$ cat src/rtl/mc_pkg.sv
// Package mc_pkg: shared encodings for the multicycle core.
// Assumes a 32-bit instruction word with a 6-bit opcode in bits 31:26.
package mc_pkg;

    typedef enum logic [2:0] {
        S_FETCH  = 3'd0,
        S_DECODE = 3'd1,
        S_EXEC   = 3'd2,
        S_MEM    = 3'd3,
        S_WB     = 3'd4
    } state_t;

    typedef enum logic [2:0] {
        ALU_AND = 3'b000,
        ALU_OR  = 3'b001,
        ALU_ADD = 3'b010,
        ALU_SRL = 3'b011,
        ALU_SUB = 3'b110,
        ALU_SLT = 3'b111
    } alu_t;

    localparam logic [5:0] OP_REG   = 6'b000000;
    localparam logic [5:0] OP_LOAD  = 6'b100011;
    localparam logic [5:0] OP_STORE = 6'b101011;
    localparam logic [5:0] OP_BEQ   = 6'b000100;

    localparam logic [5:0] FN_ADD = 6'b100000;
    localparam logic [5:0] FN_SUB = 6'b100010;
    localparam logic [5:0] FN_AND = 6'b100100;
    localparam logic [5:0] FN_OR  = 6'b100101;
    localparam logic [5:0] FN_SLT = 6'b101010;
    localparam logic [5:0] FN_SRL = 6'b000010;

    // Control lines produced from the opcode alone.
    typedef struct packed {
        logic       known;
        logic       dst_rd;
        logic       reg_write;
        logic       imm_src;
        logic       branch;
        logic       mem_read;
        logic       mem_write;
        logic       from_mem;
        logic [1:0] op_class;
    } ctl_t;

endpackage

$ cat src/rtl/mc_alu.sv
// Module mc_alu: the single shared arithmetic/logic unit.
// Assumes the operation code is one of alu_t; unknown codes give add.
module mc_alu
    import mc_pkg::*;
#(
    parameter int DATA_W = 32,
    localparam int SH_W  = $clog2(DATA_W)
) (
    input  logic [DATA_W-1:0] a,
    input  logic [DATA_W-1:0] b,
    input  logic [SH_W-1:0]   shamt,
    input  alu_t              op,
    output logic [DATA_W-1:0] y,
    output logic              zero
);

    // Compute the selected operation.
    always_comb begin
        unique case (op)
            ALU_AND: y = a & b;
            ALU_OR:  y = a | b;
            ALU_SUB: y = a - b;
            ALU_SLT: y = {{(DATA_W-1){1'b0}}, ($signed(a) < $signed(b))};
            ALU_SRL: y = b >> shamt;
            default: y = a + b;
        endcase
    end

    assign zero = (y == '0);

endmodule

$ cat src/rtl/mc_alu_dec.sv
// Module mc_alu_dec: second decode level, class plus function field to operation.
// Assumes class 00 = address add, 01 = compare, 10 = register op.
module mc_alu_dec
    import mc_pkg::*;
(
    input  logic [1:0] op_class,
    input  logic [5:0] funct,
    output alu_t       op
);

    // Map the class and the function field to an ALU operation.
    always_comb begin
        op = ALU_ADD;
        case (op_class)
            2'b01: op = ALU_SUB;
            2'b10: begin
                case (funct)
                    FN_SUB:  op = ALU_SUB;
                    FN_AND:  op = ALU_AND;
                    FN_OR:   op = ALU_OR;
                    FN_SLT:  op = ALU_SLT;
                    FN_SRL:  op = ALU_SRL;
                    default: op = ALU_ADD;
                endcase
            end
            default: op = ALU_ADD;
        endcase
    end

endmodule

$ cat src/rtl/mc_regfile.sv
// Module mc_regfile: two read ports, one write port, entry 0 fixed at zero.
// Assumes reads are combinational and the write lands on the rising edge.
module mc_regfile #(
    parameter int DATA_W = 32,
    parameter int IDX_W  = 5,
    localparam int NREG  = 1 << IDX_W
) (
    input  logic              clk,
    input  logic              we,
    input  logic [IDX_W-1:0]  wa,
    input  logic [DATA_W-1:0] wd,
    input  logic [IDX_W-1:0]  ra1,
    input  logic [IDX_W-1:0]  ra2,
    output logic [DATA_W-1:0] rd1,
    output logic [DATA_W-1:0] rd2
);

    logic [DATA_W-1:0] regs [1:NREG-1];

    // Write any entry except 0.
    always_ff @(posedge clk) begin
        if (we && wa != '0) regs[wa] <= wd;
    end

    // Read with entry 0 forced to zero.
    assign rd1 = (ra1 == '0) ? '0 : regs[ra1];
    assign rd2 = (ra2 == '0) ? '0 : regs[ra2];

endmodule

$ cat src/rtl/mc_ctrl.sv
// Module mc_ctrl: phase sequencer and first decode level (opcode to control lines).
// Assumes the opcode input is the instruction register, stable after fetch.
module mc_ctrl
    import mc_pkg::*;
(
    input  logic       clk,
    input  logic       rst_n,
    input  logic [5:0] opcode,
    output state_t     state,
    output ctl_t       ctl
);

    state_t nxt;

    // Decode the opcode into control lines and an operation class.
    always_comb begin
        ctl = '0;
        case (opcode)
            OP_REG:   begin ctl.known = 1'b1; ctl.dst_rd = 1'b1; ctl.reg_write = 1'b1; ctl.op_class = 2'b10; end
            OP_LOAD:  begin ctl.known = 1'b1; ctl.imm_src = 1'b1; ctl.from_mem = 1'b1;
                            ctl.reg_write = 1'b1; ctl.mem_read = 1'b1; end
            OP_STORE: begin ctl.known = 1'b1; ctl.imm_src = 1'b1; ctl.mem_write = 1'b1; end
            OP_BEQ:   begin ctl.known = 1'b1; ctl.branch = 1'b1; ctl.op_class = 2'b01; end
            default:  ctl = '0;
        endcase
    end

    // Choose the next phase from the current phase and the control lines.
    always_comb begin
        case (state)
            S_FETCH:  nxt = S_DECODE;
            S_DECODE: nxt = ctl.known ? S_EXEC : S_FETCH;
            S_EXEC:   nxt = ctl.branch ? S_FETCH :
                            (ctl.mem_read || ctl.mem_write) ? S_MEM : S_WB;
            S_MEM:    nxt = ctl.mem_read ? S_WB : S_FETCH;
            default:  nxt = S_FETCH;
        endcase
    end

    // Phase register with synchronous active-low reset.
    always_ff @(posedge clk) begin
        if (!rst_n) state <= S_FETCH;
        else        state <= nxt;
    end

    p_fetch_then_decode_r2: assert property (@(posedge clk) disable iff (!rst_n)
        state == S_FETCH |=> state == S_DECODE);
    p_load_reaches_wb_r2: assert property (@(posedge clk) disable iff (!rst_n)
        (state == S_MEM && ctl.mem_read) |=> state == S_WB);
    p_branch_three_r2: assert property (@(posedge clk) disable iff (!rst_n)
        (state == S_EXEC && ctl.branch) |=> state == S_FETCH);

endmodule

$ cat src/rtl/mc_core.sv
// Module mc_core: multicycle core with one shared ALU and one memory port.
// Assumes memory read data is valid in the same cycle as mem_addr/mem_rd.
module mc_core
    import mc_pkg::*;
#(
    parameter int DATA_W = 32,
    parameter int ADDR_W = 30,
    parameter int IDX_W  = 5,
    localparam int SH_W  = $clog2(DATA_W)
) (
    input  logic              clk,
    input  logic              rst_n,
    output logic [ADDR_W-1:0] mem_addr,
    output logic              mem_rd,
    output logic              mem_wr,
    output logic [DATA_W-1:0] mem_wdata,
    input  logic [DATA_W-1:0] mem_rdata
);

    logic [DATA_W-1:0] pc, ir, a_q, b_q, res_q, mdr;
    logic [DATA_W-1:0] src_a, src_b, alu_y, rd1, rd2, imm, wd;
    logic              alu_zero;
    alu_t              dec_op, alu_op;
    state_t            state;
    ctl_t              ctl;

    mc_ctrl u_ctrl (.clk(clk), .rst_n(rst_n), .opcode(ir[31:26]), .state(state), .ctl(ctl));

    mc_alu_dec u_dec (.op_class(ctl.op_class), .funct(ir[5:0]), .op(dec_op));

    mc_alu #(.DATA_W(DATA_W)) u_alu (
        .a(src_a), .b(src_b), .shamt(ir[6+SH_W-1:6]), .op(alu_op), .y(alu_y), .zero(alu_zero));

    assign wd = ctl.from_mem ? mdr : res_q;

    mc_regfile #(.DATA_W(DATA_W), .IDX_W(IDX_W)) u_rf (
        .clk(clk), .we(state == S_WB && ctl.reg_write),
        .wa(ctl.dst_rd ? ir[15:11] : ir[20:16]), .wd(wd),
        .ra1(ir[25:21]), .ra2(ir[20:16]), .rd1(rd1), .rd2(rd2));

    assign imm = {{(DATA_W-16){ir[15]}}, ir[15:0]};

    // Route the shared ALU: PC+4 in fetch, branch target in decode, operands in execute.
    always_comb begin
        src_a  = pc;
        src_b  = DATA_W'(4);
        alu_op = ALU_ADD;
        case (state)
            S_DECODE: src_b = imm << 2;
            S_EXEC: begin
                src_a  = a_q;
                src_b  = ctl.imm_src ? imm : b_q;
                alu_op = dec_op;
            end
            default: ;
        endcase
    end

    assign mem_addr  = (state == S_MEM) ? res_q[ADDR_W+1:2] : pc[ADDR_W+1:2];
    assign mem_rd    = (state == S_FETCH) || (state == S_MEM && ctl.mem_read);
    assign mem_wr    = (state == S_MEM) && ctl.mem_write;
    assign mem_wdata = b_q;

    logic unused_low;
    assign unused_low = ^{pc[1:0], res_q[1:0]};

    // Datapath registers, each loaded in its own phase.
    always_ff @(posedge clk) begin
        if (!rst_n) begin
            pc <= '0;
        end else begin
            case (state)
                S_FETCH: begin
                    ir <= mem_rdata;
                    pc <= alu_y;
                end
                S_DECODE: begin
                    a_q   <= rd1;
                    b_q   <= rd2;
                    res_q <= alu_y;
                end
                S_EXEC: begin
                    if (ctl.branch) begin
                        if (alu_zero) pc <= res_q;
                    end else begin
                        res_q <= alu_y;
                    end
                end
                S_MEM: if (ctl.mem_read) mdr <= mem_rdata;
                default: ;
            endcase
        end
    end

    p_pc_step_r10: assert property (@(posedge clk) disable iff (!rst_n)
        state == S_FETCH |=> pc == $past(pc) + DATA_W'(4));
    p_ir_same_edge_r10: assert property (@(posedge clk) disable iff (!rst_n)
        state == S_FETCH |=> ir == $past(mem_rdata));
    p_strobe_excl_r3: assert property (@(posedge clk) disable iff (!rst_n)
        !(mem_rd && mem_wr));
    p_store_only_r7: assert property (@(posedge clk) disable iff (!rst_n)
        mem_wr |-> (state == S_MEM && ir[31:26] == OP_STORE));
    p_fetch_reads_r1: assert property (@(posedge clk) disable iff (!rst_n)
        state == S_FETCH |-> (mem_rd && mem_addr == pc[ADDR_W+1:2]));

endmodule

$ cat config.mk
export PLATFORM = sky130hd
export DESIGN_NAME = mc_core
export DESIGN_NICKNAME = d
export VERILOG_FILES = /design/src/rtl/mc_pkg.sv /design/src/rtl/mc_alu.sv /design/src/rtl/mc_alu_dec.sv /design/src/rtl/mc_regfile.sv /design/src/rtl/mc_ctrl.sv /design/src/rtl/mc_core.sv
export SDC_FILE = /design/constraint.sdc
export NUM_CORES = 2
export LEC_CHECK = 0
export BUFFER_PORTS_ARGS = -buffer_cell sky130_fd_sc_hd__buf_2
export CORE_ASPECT_RATIO = 0.5
export CORE_MARGIN = 3
export CORE_UTILIZATION = 48
export DETAILED_ROUTE_END_ITERATION = 8
export PLACE_DENSITY_LB_ADDON = 0.1
export SLEW_MARGIN = 25
export SYNTH_ARGS = -nofsm -noshare
export SYNTH_HDL_FRONTEND = slang
export SYNTH_SLANG_ARGS = --single-unit
$ cat constraint.sdc
create_clock -name clk -period 12.6 [get_ports clk]
set_input_delay 1.26 -clock clk [delete_from_list [all_inputs] [get_ports clk]]
set_output_delay 1.26 -clock clk [all_outputs]
set_load 0.03 [all_outputs]
### Word-level counts from Yosys, hierarchy flattened

Memories as Yosys holds them, arrays and structs flattened. A register that Yosys moved wholly into a read port is not among the register bits.
Cells that the tools add are included.

| storage, ports and cells | value |
|---|---|
| register bits | 131 |
| memory bits (writable) | 992 |
| bits of input ports | 34 |
| output and inout port bits | 64 |
| word-level logic and storage cells | 86 |
| memories kept | 1 |

Memories:

| memory | words | bits a word | read ports | clocked after memory_dff | wr ports | RTL line | text |
|---|---|---|---|---|---|---|---|
| u_rf.regs | 31 | 32 | 2 | 2 | 1 | mc_regfile.sv:18 | `logic [DATA_W-1:0] regs [1:NREG-1];` |

| operators by class | value |
|---|---|
| add/sub/neg operators | 2 |
| magnitude comparators | 1 |
| equality and inequality tests | 21 |
| shift operators | 1 |
| multiplexer cells | 30 |
| bitwise gates (word level) | 2 |
| reduce and logical (&&, ||, !) cells | 23 |

Operators by type and width:

| cell | number |
|---|---|
| $mux 32 | 6 |
| $pmux 32 s2 | 3 |
| $pmux 32 s5 | 1 |
| $eq 6x6->1 const B | 6 |
| $add 32x32->32 | 1 |
| $and 32x32->32 | 1 |
| $logic_not 32->1 | 1 |
| $lt 32x32->1 | 1 |
| $or 32x32->32 | 1 |
| $shr 32x5->32 | 1 |
| $sub 32x32->32 | 1 |
| $mux 30 | 1 |
| $pmux 3 s5 | 1 |
| $mux 3 | 4 |
| $pmux 3 s4 | 1 |
| $logic_not 5->1 | 2 |
| $eq 3x2->1 const B | 3 |
| $eq 3x3->1 const B | 3 |
| $mux 1 | 9 |
| $reduce_and 3->1 | 3 |
| $eq 3x1->1 const B | 2 |
| $eq 6x2->1 const B | 1 |
| $eq 6x3->1 const B | 1 |
| $logic_not 3->1 | 2 |
| other kinds (16) | 24 |

### Depth between registers and ports, before layout

| logic depth | value |
|---|---|
| depth after elaboration | 11 |
| gate-level depth with buffers | 27 |
| mapped depth without buffers | 19 |

### Modules after synthesis

From an unflattened synthesis, not the netlist that was laid out.

| unflattened totals | value |
|---|---|
| cell total of the unflattened synthesis | 4381 |
| area total of the unflattened synthesis | 62716.4 um2 |

Modules (own cells, without submodules):

| module | instances | cells each | area each (um2) | sequential area each (um2) |
|---|---|---|---|---|
| mc_regfile | 1 | 2601 | 46498.3 | 29788.6 |
| mc_core | 1 | 639 | 8344.3 | 5445.2 |
| mc_alu | 1 | 1099 | 7529.7 | 0.0 |
| mc_ctrl | 1 | 26 | 222.7 | 60.1 |
| mc_alu_dec | 1 | 16 | 121.4 | 0.0 |

### Worst setup path before layout

OpenSTA, ideal clock, no wires.

| timing | value |
|---|---|
| kind | input port to flip-flop |
| start point | input rst_n |
| end point | register a_q[0], read port of u_rf.regs (enable) |
| setup time | 578 ps |
| arrival time | 6334 ps |
| required time | 12022 ps |
| path slack | 5688 ps |
| cell stages on the path | 3 |
| buffers on the path | 1 |
| cell sequence | clkbuf_1 > nand2b_1 > nor3b_1 |

| between the ends | value |
|---|---|
| longest elaborated chain between the ends | 1 |

Ends and longest elaborated chain:

| item | RTL line | text |
|---|---|---|
| start, declared | mc_core.sv:12 | `input logic rst_n,` |
| $reduce_and 2->1 (no source line) | -- |  |
| end, declared | mc_core.sv:20 | `logic [DATA_W-1:0] pc, ir, a_q, b_q, res_q, mdr;` |

No other way between the ends.
A chain may end at the register's enable or synchronous reset.

### Worst setup path in the final report

| timing | value |
|---|---|
| start point | register u_ctrl.state[1] |
| end point | register pc[12] |

| between the ends | value |
|---|---|
| longest elaborated chain between the ends | 7 |
| elaborated cells on any way between the ends | 24 |
| those cells by class | add/sub (2); order compare (1); eq/ne (8); shift (1); mux (5); bitwise (2); reduce/logical (5) |

Ends and longest elaborated chain:

| item | RTL line | text |
|---|---|---|
| start, declared | mc_ctrl.sv:9 | `output state_t state,` |
| start signal, assigned | mc_ctrl.sv:43 | `else state <= nxt;` |
| $eq 3x2->1 or $eq 3x1->1 (tied branches) | mc_core.sv:48 | `case (state)` |
| $pmux 32 s2, or another cell as far along | mc_core.sv:48 |  |
| $add 32x32->32, or another cell as far along | mc_alu.sv:25 | `default: y = a + b;` |
| $pmux 32 s5 * | mc_alu.sv:19 | `unique case (op)` |
| net alu_y[28] | mc_core.sv:21 | `logic [DATA_W-1:0] src_a, src_b, alu_y, rd1, rd2, imm, wd;` |
| $logic_not 32->1 * | mc_alu.sv:29 | `assign zero = (y == '0);` |
| $ne 2x2->1 (no source line) * | -- |  |
| $reduce_and 3->1 (no source line) * | -- |  |
| end signal, assigned | mc_core.sv:75 | `pc <= alu_y;` |
| end signal, assigned | mc_core.sv:84 | `if (alu_zero) pc <= res_q;` |
| end, declared | mc_core.sv:20 |  |

Mark *: on every way through the listed nets, which the timed path passes. The rest lies on a longest branch.

==> results by group <==
Placed design
  – Post-DP HPWL: 135000 um
  – Routability Congestion: 0.961
  – Pre-CTS setup slack: about 4700 ps
  – PortBufs: 97

Die
  – Die width: 515 um
  – DIE HEIGHT: 261 um
  – IO Count: 98
  – Area of the core: roughly 130000 um^2
  – Initial Utilization: 0.489
  – Row Count: 92
  – Die ar.: 134000 um^2

Layout
  – Synthesis-to-layout area growth: 10.3%
  – Ratio of cells with drive above 1 in the final layout: 0.264
  – Fill cell count: between 10000 and 15000
  – Register area: 35300 um^2
  – Final nets: 4207
  – Footprint of the multi-input gates: 25700 um^2

Timing
  – Setup TNS: 0 ps
  – Worst-margin pin slew: 1180 ps
  – Ratio of final minimum period to clock period: 0.642
  – Final worst setup slack: 4510 ps
  – Final setup vio count: 0
  – Worst clock skew: 37.3 ps
  – Post-layout min period: 8090 ps
  – RSZ-0062 raised after global routing: no
  – Max-slew violations: 0
  – Final hold violations: 0
  – Achievable frequency: approximately 120 MHz
  – Slew Limit Headroom: 0.189

Routing
  – Top Metal Used: met5
  – DRC: 0
  – Routed wire length: between 200000 and 250000 um
  – Routed length on met1: approximately 90000 um
  – Number of routed nets with antenna violations: 0
  – Met3 wire length: 25800 um
  – Via count: 40700
  – First drt pass iteration count: 6
  – Post-DR wirelength/cell: between 30 and 40 um
  – Via/cell ratio: approximately 6.9
  – 1st-iter DRT viols: 5905
  – WL met2: 93900 um

Power and ir drop
  – Maximum VDD drop: 0.000106 V
  – P_leak: 22.7 nW
  – Pwr/cell area: approximately 140 nW/um^2

Critical path
  – Crit path cell chain: or3b_2 > buf_4 > o31ai_4 > nand2_1 > nand2_1 > ha_1 > inv_1 > a21oi_1 > o31ai_1 > o41ai_2 > o41ai_1 > a211oi_1 > o32a_1 > a22oi_1 > a211o_1 > nor4_2 > and4b_1 > o21ai_0 > o211a_1
  – CP Buf/Inv Count: 2
  – Delay-heaviest family, CP: compound AO/OA/AOI/OAI gates
  – Crit path max-delay cell type: and4b_1
  – Crit path launch type: flop
  – CP max FO: 47
  – CP peak stage delay: 840 ps
  – Crit end category: flop
  – R2R setup slack: ~4500 ps
  – Worst EP arrival: 8680 ps
  – CP required: 13190 ps
  – CP dominant cell by count: nand2_1
  – WS Path Type: flop to flop

Logic synthesis
  – Cells after synthesis: just over 4000
  – Yosys reg bits: 1187
  – Distinct cell type count after synthesis: 96
  – Most common cell in the netlist: edfxtp_1
  – Avg Inst Size Synth: 15.3 um^2
  – Synth Cell Area: 62200 um^2
  – Area leader, netlist: edfxtp_1
  – Ys Warns: 0
  – Synth area leaders: edfxtp_1 (56%), mux4_2 (21%), mux2i_1 (2.8%)
  – Post-synth EDFFs: 1152
  – Sequential-to-total area share from yosys stat: 0.567
  – Post-synth ARST share: 0
  – List of most frequent post-synthesis cells: edfxtp_1 (1152), mux4_2 (589), nand2_1 (348)
  – Syn Nets: 4192
  – Top FF cell, synth: edfxtp_1
  – Top cell type's share of synthesized area: 0.556

Clock tree
  – Root Buffer: clkbuf_16
  – CTS tree: built
  – Clk Latency, worst-skew pair: 720 ps
  – H-tree depth: 3
  – Setup Buffers After CTS: 0
  – CTS Buf Count: between 100 and 150
  – Hold Buf Count CTS: 0
  – Clk sinks: 1187
  – CTS resizes: 0
  – Clock transition at path regs: 70 ps
  – Clock Path Buffers: 3

GRT
  – GR Util All Layers: 0.322
  – Total gr overflow: 0
  – Initial antenna violation count: 12
  – Vias in the first global route: 39300
  – First-pass GRT wire length: 302000 um
  – Largest net degree at the start of global routing: 117

Outcome
  – Outcome: complete, no violations

Run
  – Number of max-cap violations: 0

Worst hold path
  – HP Class: flop to flop
[registers in the layout (all words and copies together) (netlist names)]
register	flops
a_q	32
pc	32
res_q	32
mdr	32
u_ctrl.state	3
ir	32
mem_wdata	32
u_rf.regs	992
[logic make-up (layout without fill, tap and decap cells)]
group / Yosys count / in the layout / synth area share
other: 0 / 1 / 0
xor gates and xnor gates: 28 / 28 / 0.00394
and+or+nand+nor: 901 / 901 / 0.0651
AOI/OAI and AO/OA: 617 / 617 / 0.0680
muxes: 805 / 805 / 0.249
adders and majority gates: 101 / 101 / 0.0206
DFF: 1187 / 1187 / 0.567
buffers and inverters: 418 / 521 / 0.0262
[metrics by stage]
stage	total power [mW]	utilization	std cells	hold slack, ps	cell area, um^2
3_5_place_dp	5.86	0.510	5650	464	64900
5_1_grt	9.55	0.539	5852	494	68600
3_3_place_gp	5.85	0.509	5647	458	64800
4_1_cts	9.28	0.539	5850	475	68600
6_report	9.27	0.539	5853	478	68600
2_1_floorplan	5.38	-	4057	435	62200
[layer usage]
metal,vias up,GRT usage
met5,-,0
met4,4,0.0925
met3,351,0.0861
met2,2371,0.466
met1,21500,0.482
li1,16500,-
[power by group]
part | internal, mW | switching [mW]
combinational | 0.475 | 0.883
sequential | 4.40 | 0.0502
clock | 1.96 | 1.49
total | 6.84 | 2.43
[cell usage in the layout (no fill, tap or decap), types with 14 or more instances in the layout]
master	Yosys	final
edfxtp_1	1152	1152
o22ai_1	18	18
or3_1	16	16
mux2i_2	0	14
clkinv_1	2	27
nor3_1	41	40
buf_2	27	97
bufinv_16	0	15
clkinv_2	0	19
ha_1	99	99
o211a_1	16	16
dfxtp_1	35	35
xnor2_1	23	23
nor2_1	289	252
nand2_1	348	348
mux2i_1	176	162
mux2_2	40	40
inv_1	109	109
clkbuf_16	0	114
mux4_2	589	589
nand4_1	29	29
a21oi_1	181	180
buf_4	3	99
nand3_1	47	47
a22oi_1	17	17
nand2b_1	34	34
o31ai_1	16	16
clkbuf_1	188	15
a211oi_1	36	36
o211ai_1	46	46
nor4_1	20	19
a31oi_1	28	28
o21ai_0	82	81
nor2_4	0	36
[tightest hold or removal path, delay by kind of cell, from the launching register on]
| family | cells | cell delay (ps) |
|---|---|---|
| flip-flops | 1 | 320 |
| AND/OR/NAND/NOR | 1 | 60 |
| multiplexers | 1 | 60 |
[final cells by class]
class / count / area share
tap: 1692 / 0.0308
sequential: 1187 / 0.514
multi-input combinational: 2452 / 0.374
clock buffer: 131 / 0.0428
clock inverter: 69 / 0.0108
antenna: 1 / 0.0000365
inverter: 112 / 0.00612
timing repair buffer: 209 / 0.0215
[path summary, 6_finish.rpt]
kind                   startpoint  endpoint  depth (start not counted)
setup / recovery  u_ctrl.state[1]    pc[12]                         19
hold / removal             pc[29]    pc[29]                          2
hold reg to reg            pc[29]    pc[29]                          2
setup reg to reg  u_ctrl.state[1]    pc[12]                         19
No activity file was read; power rests on OpenSTA's default activity.
